File: config.mk
export PLATFORM = sky130hd
export DESIGN_NAME = tri_pwm_timer
export DESIGN_NICKNAME = d
export VERILOG_FILES = /design/src/rtl/tri_pwm_pkg.sv /design/src/rtl/tri_pwm_prescale.sv /design/src/rtl/tri_pwm_counter.sv /design/src/rtl/tri_pwm_compare.sv /design/src/rtl/tri_pwm_timer.sv
export SDC_FILE = /design/constraint.sdc
export NUM_CORES = 1
export LEC_CHECK = 0
export ABC_CLOCK_PERIOD_IN_PS = 4600
export CORE_ASPECT_RATIO = 0.9
export CORE_MARGIN = 4
export CORE_UTILIZATION = 50
export DETAILED_ROUTE_END_ITERATION = 12
export PLACE_DENSITY = 0.69
export SKIP_LAST_GASP = 1
export SLEW_MARGIN = 5
export SYNTH_ARGS = -nofsm -noshare
export SYNTH_HDL_FRONTEND = slang
export SYNTH_SLANG_ARGS = --single-unit
File: constraint.sdc
create_clock -name clk -period 4.6 [get_ports clk]
set_clock_uncertainty 0.05 [all_clocks]
set_input_delay 1.15 -clock clk [delete_from_list [all_inputs] [get_ports clk]]
set_output_delay 1.15 -clock clk [all_outputs]
set_load 0.05 [all_outputs]
File: src/rtl/tri_pwm_pkg.sv
package tri_pwm_pkg;

    localparam int PRE_W = 10;

    typedef enum logic [1:0] {
        OUT_OFF    = 2'b00,
        OUT_RSVD   = 2'b01,
        OUT_CLR_UP = 2'b10,
        OUT_SET_UP = 2'b11
    } out_mode_e;

    typedef enum logic [2:0] {
        CS_STOP    = 3'd0,
        CS_DIV1    = 3'd1,
        CS_DIV8    = 3'd2,
        CS_DIV32   = 3'd3,
        CS_DIV64   = 3'd4,
        CS_DIV128  = 3'd5,
        CS_DIV256  = 3'd6,
        CS_DIV1024 = 3'd7
    } clk_sel_e;

    typedef enum logic [1:0] {
        RA_COUNT = 2'd0,
        RA_CMP   = 2'd1,
        RA_MODE  = 2'd2,
        RA_CSEL  = 2'd3
    } reg_addr_e;

    // Compare event seen on one cycle
    typedef struct packed {
        logic fire;    // step that is not masked
        logic hit;     // count equals active compare
        logic at_top;  // count at maximum
        logic rising;  // slope of the current count
    } cmp_evt_t;

    // Divider bits that must be zero for a step
    function automatic logic [PRE_W-1:0] tap_mask(clk_sel_e cs);
        case (cs)
            CS_DIV8:    return PRE_W'(10'h007);
            CS_DIV32:   return PRE_W'(10'h01F);
            CS_DIV64:   return PRE_W'(10'h03F);
            CS_DIV128:  return PRE_W'(10'h07F);
            CS_DIV256:  return PRE_W'(10'h0FF);
            CS_DIV1024: return PRE_W'(10'h3FF);
            default:    return '0;
        endcase
    endfunction

    // Output level driven by a match on the given slope
    function automatic logic slope_level(out_mode_e m, logic rising);
        return rising ? (m == OUT_SET_UP) : (m == OUT_CLR_UP);
    endfunction

endpackage

File: src/rtl/tri_pwm_prescale.sv
module tri_pwm_prescale
    import tri_pwm_pkg::*;
(
    input  logic     clk,
    input  logic     rst,
    input  clk_sel_e sel,
    output logic     tick
);

    logic [PRE_W-1:0] div_q;

    always_ff @(posedge clk) begin
        if (rst) div_q <= '0;
        else     div_q <= div_q + 1'b1;
    end

    always_comb begin
        case (sel)
            CS_STOP: tick = 1'b0;
            CS_DIV1: tick = 1'b1;
            default: tick = ((div_q & tap_mask(sel)) == '0);
        endcase
    end

endmodule

File: src/rtl/tri_pwm_counter.sv
module tri_pwm_counter #(
    parameter int CNT_W = 8
) (
    input  logic             clk,
    input  logic             rst,
    input  logic             tick,
    input  logic             load,
    input  logic [CNT_W-1:0] load_val,
    output logic [CNT_W-1:0] count,
    output logic             rising,
    output logic             blocked
);

    localparam logic [CNT_W-1:0] TOP = '1;
    localparam logic [CNT_W-1:0] BOT = '0;

    logic [CNT_W-1:0] cnt_q;
    logic             up_q;
    logic             blk_q;

    always_ff @(posedge clk) begin
        if (rst) begin
            cnt_q <= '0;
            up_q  <= 1'b1;
            blk_q <= 1'b0;
        end else begin
            if (tick) begin
                blk_q <= 1'b0;
                if (up_q) begin
                    if (cnt_q == TOP) begin
                        cnt_q <= TOP - 1'b1;
                        up_q  <= 1'b0;
                    end else begin
                        cnt_q <= cnt_q + 1'b1;
                    end
                end else begin
                    if (cnt_q == BOT) begin
                        cnt_q <= BOT + 1'b1;
                        up_q  <= 1'b1;
                    end else begin
                        cnt_q <= cnt_q - 1'b1;
                    end
                end
            end
            // software write wins over the step
            if (load) begin
                cnt_q <= load_val;
                blk_q <= 1'b1;
            end
        end
    end

    assign count   = cnt_q;
    assign rising  = up_q;
    assign blocked = blk_q;

    // each unloaded step moves the count by exactly one
    assert_step_R3: assert property (@(posedge clk) disable iff (rst)
        (tick && !load) |=> ((cnt_q == $past(cnt_q) + 1'b1) || (cnt_q == $past(cnt_q) - 1'b1)));

    // no step and no write leaves the count alone
    assert_hold_R2: assert property (@(posedge clk) disable iff (rst)
        (!tick && !load) |=> $stable(cnt_q));

endmodule

File: src/rtl/tri_pwm_compare.sv
module tri_pwm_compare
    import tri_pwm_pkg::*;
#(
    parameter int CNT_W = 8
) (
    input  logic             clk,
    input  logic             rst,
    input  logic             tick,
    input  logic [CNT_W-1:0] count,
    input  logic             rising,
    input  logic             blocked,
    input  out_mode_e        mode,
    input  logic             cmp_wr,
    input  logic [CNT_W-1:0] cmp_wdata,
    output logic [CNT_W-1:0] cmp_buf,
    output logic             wave,
    output logic             match
);

    localparam logic [CNT_W-1:0] TOP = '1;

    logic [CNT_W-1:0] buf_q;
    logic [CNT_W-1:0] act_q;
    logic             wave_q;
    logic             match_q;
    cmp_evt_t         evt;
    logic             top_rule;

    always_comb begin
        evt.fire   = tick && !blocked;
        evt.hit    = (count == act_q);
        evt.at_top = (count == TOP);
        evt.rising = rising;
        top_rule   = mode[1] && (act_q == TOP) && evt.at_top;
    end

    always_ff @(posedge clk) begin
        if (rst) begin
            buf_q   <= '0;
            act_q   <= '0;
            wave_q  <= 1'b0;
            match_q <= 1'b0;
        end else begin
            if (cmp_wr) buf_q <= cmp_wdata;
            if (tick && evt.at_top) act_q <= buf_q;
            match_q <= evt.fire && evt.hit;
            if (evt.fire && mode[1]) begin
                if (top_rule)     wave_q <= slope_level(mode, 1'b0);
                else if (evt.hit) wave_q <= slope_level(mode, evt.rising);
            end
        end
    end

    assign cmp_buf = buf_q;
    assign wave    = wave_q;
    assign match   = match_q;

    // active compare only changes on a step at the maximum
    assert_reload_R9: assert property (@(posedge clk) disable iff (rst)
        !(tick && evt.at_top) |=> $stable(act_q));

    // disconnected modes freeze the output level
    assert_quiet_R4: assert property (@(posedge clk) disable iff (rst)
        !mode[1] |=> $stable(wave_q));

    // a masked step never raises the flag
    assert_block_R8: assert property (@(posedge clk) disable iff (rst)
        (tick && blocked) |=> !match_q);

endmodule

File: src/rtl/tri_pwm_timer.sv
module tri_pwm_timer
    import tri_pwm_pkg::*;
#(
    parameter int CNT_W = 8
) (
    input  logic             clk,
    input  logic             rst,
    input  logic [1:0]       bus_addr,
    input  logic             bus_wr,
    input  logic [CNT_W-1:0] bus_wdata,
    output logic [CNT_W-1:0] bus_rdata,
    output logic             wave_out,
    output logic             wave_oe,
    output logic             cmp_flag
);

    out_mode_e        mode_q;
    clk_sel_e         sel_q;
    logic             tick;
    logic [CNT_W-1:0] count;
    logic             rising;
    logic             blocked;
    logic [CNT_W-1:0] cmp_buf;
    logic             wave;
    logic             wr_count;
    logic             wr_cmp;
    reg_addr_e        ra;

    assign ra       = reg_addr_e'(bus_addr);
    assign wr_count = bus_wr && (ra == RA_COUNT);
    assign wr_cmp   = bus_wr && (ra == RA_CMP);

    always_ff @(posedge clk) begin
        if (rst) begin
            mode_q <= OUT_OFF;
            sel_q  <= CS_STOP;
        end else if (bus_wr) begin
            if (ra == RA_MODE) mode_q <= out_mode_e'(bus_wdata[1:0]);
            if (ra == RA_CSEL) sel_q  <= clk_sel_e'(bus_wdata[2:0]);
        end
    end

    tri_pwm_prescale u_pre (
        .clk  (clk),
        .rst  (rst),
        .sel  (sel_q),
        .tick (tick)
    );

    tri_pwm_counter #(.CNT_W(CNT_W)) u_cnt (
        .clk      (clk),
        .rst      (rst),
        .tick     (tick),
        .load     (wr_count),
        .load_val (bus_wdata),
        .count    (count),
        .rising   (rising),
        .blocked  (blocked)
    );

    tri_pwm_compare #(.CNT_W(CNT_W)) u_cmp (
        .clk       (clk),
        .rst       (rst),
        .tick      (tick),
        .count     (count),
        .rising    (rising),
        .blocked   (blocked),
        .mode      (mode_q),
        .cmp_wr    (wr_cmp),
        .cmp_wdata (bus_wdata),
        .cmp_buf   (cmp_buf),
        .wave      (wave),
        .match     (cmp_flag)
    );

    always_comb begin
        case (ra)
            RA_COUNT: bus_rdata = count;
            RA_CMP:   bus_rdata = cmp_buf;
            RA_MODE:  bus_rdata = CNT_W'(mode_q);
            default:  bus_rdata = CNT_W'(sel_q);
        endcase
    end

    assign wave_oe  = mode_q[1];
    assign wave_out = wave_oe & wave;

    // a stopped timer holds its count unless software writes it
    assert_stop_R2: assert property (@(posedge clk) disable iff (rst)
        (sel_q == CS_STOP && !wr_count) |=> $stable(count));

endmodule

==> flow_summary.json, run 1 <==
{
  "worst_ep_required_time_ps": 3400,
  "die-area_mm2": 0.00607,
  "cts_buffers": 5,
  "synthToLayoutAreaGrowth_pct": 13.0,
  "synth_top_area_cell": "dfxtp_1",
  "crit_fanout": 10,
  "peakVddDrop_mv": 0.152,
  "synth_edf_count": 0,
  "core_area_mm2": 0.00458,
  "drc": 0,
  "synth.area.top_cells": "dfxtp_1 35%, mux2i_1 11%, nor2_1 7.2%, xor2_1 5.7%, nand3_1 2.9%",
  "min_period_ps": 3810,
  "synthTopCellsByCount": "47 x nor2_1, 43 x dfxtp_1, 28 x mux2i_1",
  "insertion_delay_ps": 300,
  "fill_cells": 422,
  "netlist.area_leader.share_pct": 35.3,
  "critPathCaptureType": "primary output",
  "vias_per_cell": 5.76,
  "rsz0062_at_grt": "false",
  "status": "finished, final reports clean",
  "worst_slew_pin_slew_ps": 653,
  "wl_met2_um": 2380,
  "whs_ps": 397,
  "ys.flop_type": "dfxtp_1",
  "dp_slack_ps": 809,
  "vias": 2091,
  "criticalPathCategory": "in2out",
  "ctsResizeCount": 0,
  "io_buffers": 23,
  "dp.final_hpwl_um": 4040,
  "fin_util_pct": 60.3,
  "grt_overflow": 0,
  "p_leak_nw": 1.14,
  "min_period_over_period_pct": 82.9,
  "nets": 318,
  "reg2reg_from": "u_cnt.count[1]$_SDFFE_PP0P_",
  "antenna_found_initial": 0,
  "highest_layer": "met4",
  "min_path_type": "reg2reg",
  "die_w_um": 81.7,
  "p_per_area_mw_per_mm2": 279,
  "boundaryPins": 24,
  "syn-num-nets": 305,
  "hp-start": "u_cnt.blocked$_SDFFE_PP0P_",
  "grt_pass1_wl_um": 9670,
  "setup_viol": 0,
  "cp_slowest_stage_delay_ps": 700,
  "cap_violations": 0,
  "path_clk_slew_ps": 80,
  "yosysMostFrequentCell": "nor2_1",
  "fmax_mhz": 262,
  "routedWlPerCell_um": 15.4,
  "drv_slew": 0,
  "grt_pass1_vias": 1969,
  "tns_ps": 0,
  "fin_cells": 363,
  "synth_seq_cells": 43,
  "start_util_pct": 53.3,
  "drtIter0Drc": 134,
  "syn_area_mm2": 0.00244,
  "met1_length_um": 2760,
  "clockBufferDepth": 2,
  "chipHeight_um": 74.3,
  "drive_gt1_share_pct": 9.63,
  "avgSynthCellArea_um2": 8.48,
  "cp.arrival_ps": 2610,
  "fp-row-count": 23,
  "synthArstFlopShare_pct": 0,
  "met3_length_um": 390,
  "worst_slack_ps": 785,
  "cts_root_buf": "clkbuf_8",
  "r2r_cells": 6,
  "gp_routability_congestion": 0.835,
  "cts_setup_buffers": 0,
  "n_antenna_cell": 0,
  "post-place-cells": 356,
  "cts_tree": "done",
  "path_cells": "clkdlybuf4s50_1 -> mux4_2 -> buf_4",
  "relSlewSlack_pct": 56.4,
  "hold_depth": 1,
  "drt_wl_total_um": 5600,
  "startpoint_type": "input port",
  "cp-startpoint": "bus_addr[0]",
  "track_usage_pct": 20.8,
  "cp_slowest_cell": "clkdlybuf4s50_1",
  "postCtsHoldBufs": 0,
  "synth_cells": 288,
  "yosysSeqAreaShare_pct": 35.3,
  "synth.distinct_cells": 50,
  "drt_pass1_iterations": 4,
  "grt_max_degree": 24,
  "yosysWarnings": 0,
  "antenna_left": 0,
  "clock_sinks": 43,
  "hold_viol": 0,
  "htreeDepth": 2
}
-- layout make-up --
class / count / area, µm² / area share, %
multi-input cells: 218 / 1480 / 53.5
flip-flops and latches: 43 / 861 / 31.2
repair buffers: 27 / 240 / 8.71
well taps: 62 / 77.6 / 2.81
clock buffers: 5 / 68.8 / 2.49
inverters: 6 / 22.5 / 0.816
clock inverters: 2 / 13.8 / 0.499
-- sequential cells by signal (all words and copies together) (netlist names), 2 cells and up --
register and cells:
mode_q 2, u_cnt.count 8, u_cmp.act_q 8, u_cmp.cmp_buf 8, u_pre.div_q 10, sel_q 3
-- per-stage QoR --
step	power (mW)	area [µm²]
after global placement	0.544	2680
after detailed placement	0.545	2680
after CTS	0.780	2760
after floorplan	0.505	2440
after global routing	0.810	2760
final	0.771	2760
-- path summary, 6_finish.rpt --
check | to | slack [ps]
hold reg to reg | u_cmp.match$_SDFF_PP0_ | 400
setup / recovery | bus_rdata[1] | 790
setup reg to reg | u_cnt.count[3]$_SDFFE_PP0P_ | 2190
hold / removal | u_cmp.match$_SDFF_PP0_ | 400
-- report_power, final --
group | switching [mW] | internal, mW | leakage (nW)
combinational | 0.0697 | 0.0581 | 0.745
clock | 0.130 | 0.104 | 0.0440
sequential | 0.0255 | 0.384 | 0.349
-- logic make-up (layout without fill, tap and decap cells) --
logic type / Yosys count / after routing / share of synthesized area (%)
AND/OR/NAND/NOR: 123 / 123 / 25.6
flip-flops: 43 / 43 / 35.3
AO/OA/AOI/OAI: 40 / 40 / 11.6
multiplexers: 30 / 30 / 13.3
buffers and inverters: 27 / 40 / 4.56
XOR/XNOR: 21 / 21 / 7.53
adder cells (fa/ha/maj): 4 / 4 / 2.05
-- cells in the final DEF (no fill, tap or decap), types with 3 or more instances in the layout --
cell type,n
a21oi_1,7
clkdlybuf4s50_1,15
mux2i_1,28
inv_1,6
clkbuf_8,5
a211oi_1,3
o21ai_0,6
dfxtp_1,43
nor3_1,3
nand2_1,16
or3_1,3
o221a_1,3
xor2_1,16
o2111ai_1,3
ha_1,4
and3_1,6
o22ai_1,4
nand4_1,7
a31oi_1,5
xnor2_1,5
nand3_1,14
nor2_1,47
nor4_1,7
buf_4,12
-- routing by layer --
metal / up-vias / GRT usage, %
met2: 64 / 31.0
li1: 1058 / -
met1: 963 / 30.4
met4: 0 / 6.64
met3: 6 / 3.87
met5: - / 0
-- worst max-delay path: cells and delay by family --
kind / cells / cell delay, ps
buf+inv: 2 / 900
mux: 1 / 560
No activity file was read; power rests on OpenSTA's default activity.
==> run 2: changes to the inputs <==
--- a/config.mk
+++ b/config.mk
@@ -5,7 +5,7 @@
 export SDC_FILE = /design/constraint.sdc
 export NUM_CORES = 1
 export LEC_CHECK = 0
-export ABC_CLOCK_PERIOD_IN_PS = 4600
+export ABC_CLOCK_PERIOD_IN_PS = 4000
 export CORE_ASPECT_RATIO = 0.9
 export CORE_MARGIN = 4
 export CORE_UTILIZATION = 50
==> constraint.sdc (replaced) <==
create_clock -name clk -period 4 [get_ports clk]
set_clock_uncertainty 0.05 [all_clocks]
set_input_delay 1 -clock clk [delete_from_list [all_inputs] [get_ports clk]]
set_output_delay 1 -clock clk [all_outputs]
set_load 0.05 [all_outputs]
==> run 2 against run 1 <==
Against the previous run:
- sequential share of layout area shrank 0.85 points
- final cell count grew 0.28%
- critical path type unchanged
- wire length grew 2.5%
- global-route usage shrank 0.10 points
- clock power grew 19%
- clock-buffer cell count grew 1
- largest cell class unchanged
==> flow_summary.json, run 2 (synthesized netlist as in run 1, its figures left out) <==
{
  "io_buffers": 23,
  "start_util_pct": 53.3,
  "fill_cells": 400,
  "p_per_area_mw_per_mm2": 318,
  "crit_fanout": 10,
  "p_total_mw": 0.902,
  "fp-row-count": 23,
  "grt_pass1_vias": 1825,
  "gp_routability_congestion": 0.835,
  "drt_wl_total_um": 5740,
  "place_area_mm2": 0.00275,
  "worst_slew_pin_slew_ps": 680,
  "cpLargestDelayFamily": "buffers and inverters",
  "min_to": "u_cmp.match$_SDFF_PP0_",
  "drive_gt1_share_pct": 9.60,
  "p_leak_nw": 1.15,
  "worst_ep_required_time_ps": 2950,
  "cp_slowest_cell": "clkdlybuf4s50_1",
  "drt_pass1_iterations": 4,
  "drc": 0,
  "cts_root_buf": "clkbuf_8",
  "fin_util_pct": 62.0,
  "track_usage_pct": 20.7,
  "drv_slew": 0,
  "ctsResizeCount": 0,
  "nets": 318,
  "layout_common_cells": "47 x nor2_1, 43 x dfxtp_1, 28 x mux2i_1",
  "fmax_mhz": 286,
  "cap_violations": 0,
  "min_period_over_period_pct": 87.4,
  "p_sw_mw": 0.268,
  "grt_overflow": 0,
  "grt_pass1_wl_um": 9500,
  "hold_viol": 0,
  "max_flop_register": "u_pre.div_q",
  "reg2reg_from": "u_cnt.count[1]$_SDFFE_PP0P_",
  "insertion_delay_ps": 310,
  "worst_slack_ps": 502,
  "p_comb_share_pct": 16.9,
  "cp.depth": 3,
  "clockPowerShare_pct": 30.9,
  "switching_share_pct": 29.6,
  "dp_slack_ps": 507,
  "status": "finished, final reports clean",
  "routedWlPerCell_um": 15.8,
  "htreeDepth": 2,
  "cp.arrival_ps": 2450,
  "path_buf_inv": 2,
  "die-area_mm2": 0.00607,
  "r2r_slack_ps": 1580,
  "cts_setup_buffers": 0,
  "cp_slowest_stage_delay_ps": 700,
  "dp.final_hpwl_um": 4130,
  "critPathCaptureType": "primary output",
  "boundaryPins": 24,
  "cts_tree": "done",
  "cts_buffers": 5,
  "die_w_um": 81.7,
  "peakVddDrop_mv": 0.211,
  "min_period_ps": 3500,
  "antenna_found_initial": 0,
  "min_path_type": "reg2reg",
  "antenna_left": 0,
  "path_clk_slew_ps": 80,
  "n_antenna_cell": 0,
  "setup_viol": 0,
  "criticalPathCategory": "in2out",
  "synthToLayoutAreaGrowth_pct": 16.2,
  "chipHeight_um": 74.3,
  "r2r_cells": 7,
  "startpoint_type": "input port",
  "power.share.sequential_pct": 52.2,
  "vias": 2101,
  "drtIter0Drc": 191,
  "r2r_end": "u_cmp.act_q[3]$_SDFFE_PP0P_",
  "clock_sinks": 43,
  "largest_register_ffs": 10,
  "core_area_mm2": 0.00458,
  "grt_max_degree": 23,
  "vias_per_cell": 5.77,
  "relSlewSlack_pct": 54.5,
  "internal_power_mw": 0.635,
  "postCtsHoldBufs": 0,
  "rsz0062_at_grt": "false",
  "clockBufferDepth": 2,
  "final_area_mm2": 0.00284,
  "hold_depth": 1,
  "hp-start": "u_cnt.blocked$_SDFFE_PP0P_",
  "layout_commonest_cell": "nor2_1",
  "path_cells": "clkdlybuf4s50_1 -> mux4_2 -> buf_4",
  "tns_ps": 0
}
## run 2: cell types whose count changed in the layout (fill, tap and decap cells not counted)
cell,delta
buf_4,-6
buf_12,+6
clkinv_4,-1
clkinvlp_4,+1
clkbuf_1,+1
## run 2: routing by layer
metal,track usage (%),vias to the layer above,routed length [µm]
met5,0,-,0
met4,5.54,0,74
met3,3.75,8,208
met2,29.4,40,2490
met1,31.9,996,2960
li1,-,1057,-
## run 2: worst register-to-register path: stages (launching register included)
cell	delay, ps
dfxtp_1	560
ha_1	330
nand3_1	200
nor2_2	370
nor4b_2	260
buf_4	250
mux2i_1	220
nor2_1	60
## run 2: worst max path at each step
stage,from,endpoint,slack [ps]
final,bus_addr[0],bus_rdata[1],500
after global routing,bus_addr[0],bus_rdata[3],420
after CTS,bus_addr[0],bus_rdata[1],500
after detailed placement,bus_addr[0],bus_rdata[1],510
after global placement,bus_addr[0],bus_rdata[1],520
after floorplan,bus_addr[0],bus_rdata[2],360
## run 2: area by class of cell
class	count	area [µm²]	share of cell area (%)
tap	62	77.6	2.73
sequential	43	861	30.3
clock inverter	2	12.5	0.441
inverter	6	22.5	0.794
clock buffer	6	72.6	2.56
timing repair buffer	27	315	11.1
multi-input combinational	218	1480	52.0
## run 2: per-stage QoR
| step | hold slack, ps | cells |
|---|---|---|
| after CTS | 403 | 364 |
| after global placement | 388 | 356 |
| after floorplan | 363 | 288 |
| final | 397 | 364 |
| after detailed placement | 392 | 356 |
| after global routing | 423 | 364 |
## run 2: power by group through the flow
stage	Clock (mW)	Combinational [mW]	Sequential, mW
after floorplan	0	0.117	0.463
after global routing	0.302	0.167	0.474
after CTS	0.285	0.153	0.470
final	0.279	0.152	0.471
after global placement	0	0.150	0.481
after detailed placement	0	0.152	0.481
==> run 3: changes to the inputs <==
--- a/config.mk
+++ b/config.mk
@@ -10,6 +10,7 @@
 export CORE_MARGIN = 4
 export CORE_UTILIZATION = 50
 export DETAILED_ROUTE_END_ITERATION = 12
+export GPL_ROUTABILITY_DRIVEN = 0
 export PLACE_DENSITY = 0.69
 export SKIP_LAST_GASP = 1
 export SLEW_MARGIN = 5
==> results of run 3 <==
Final layout, timing and power as in run 2 (identical DEF).
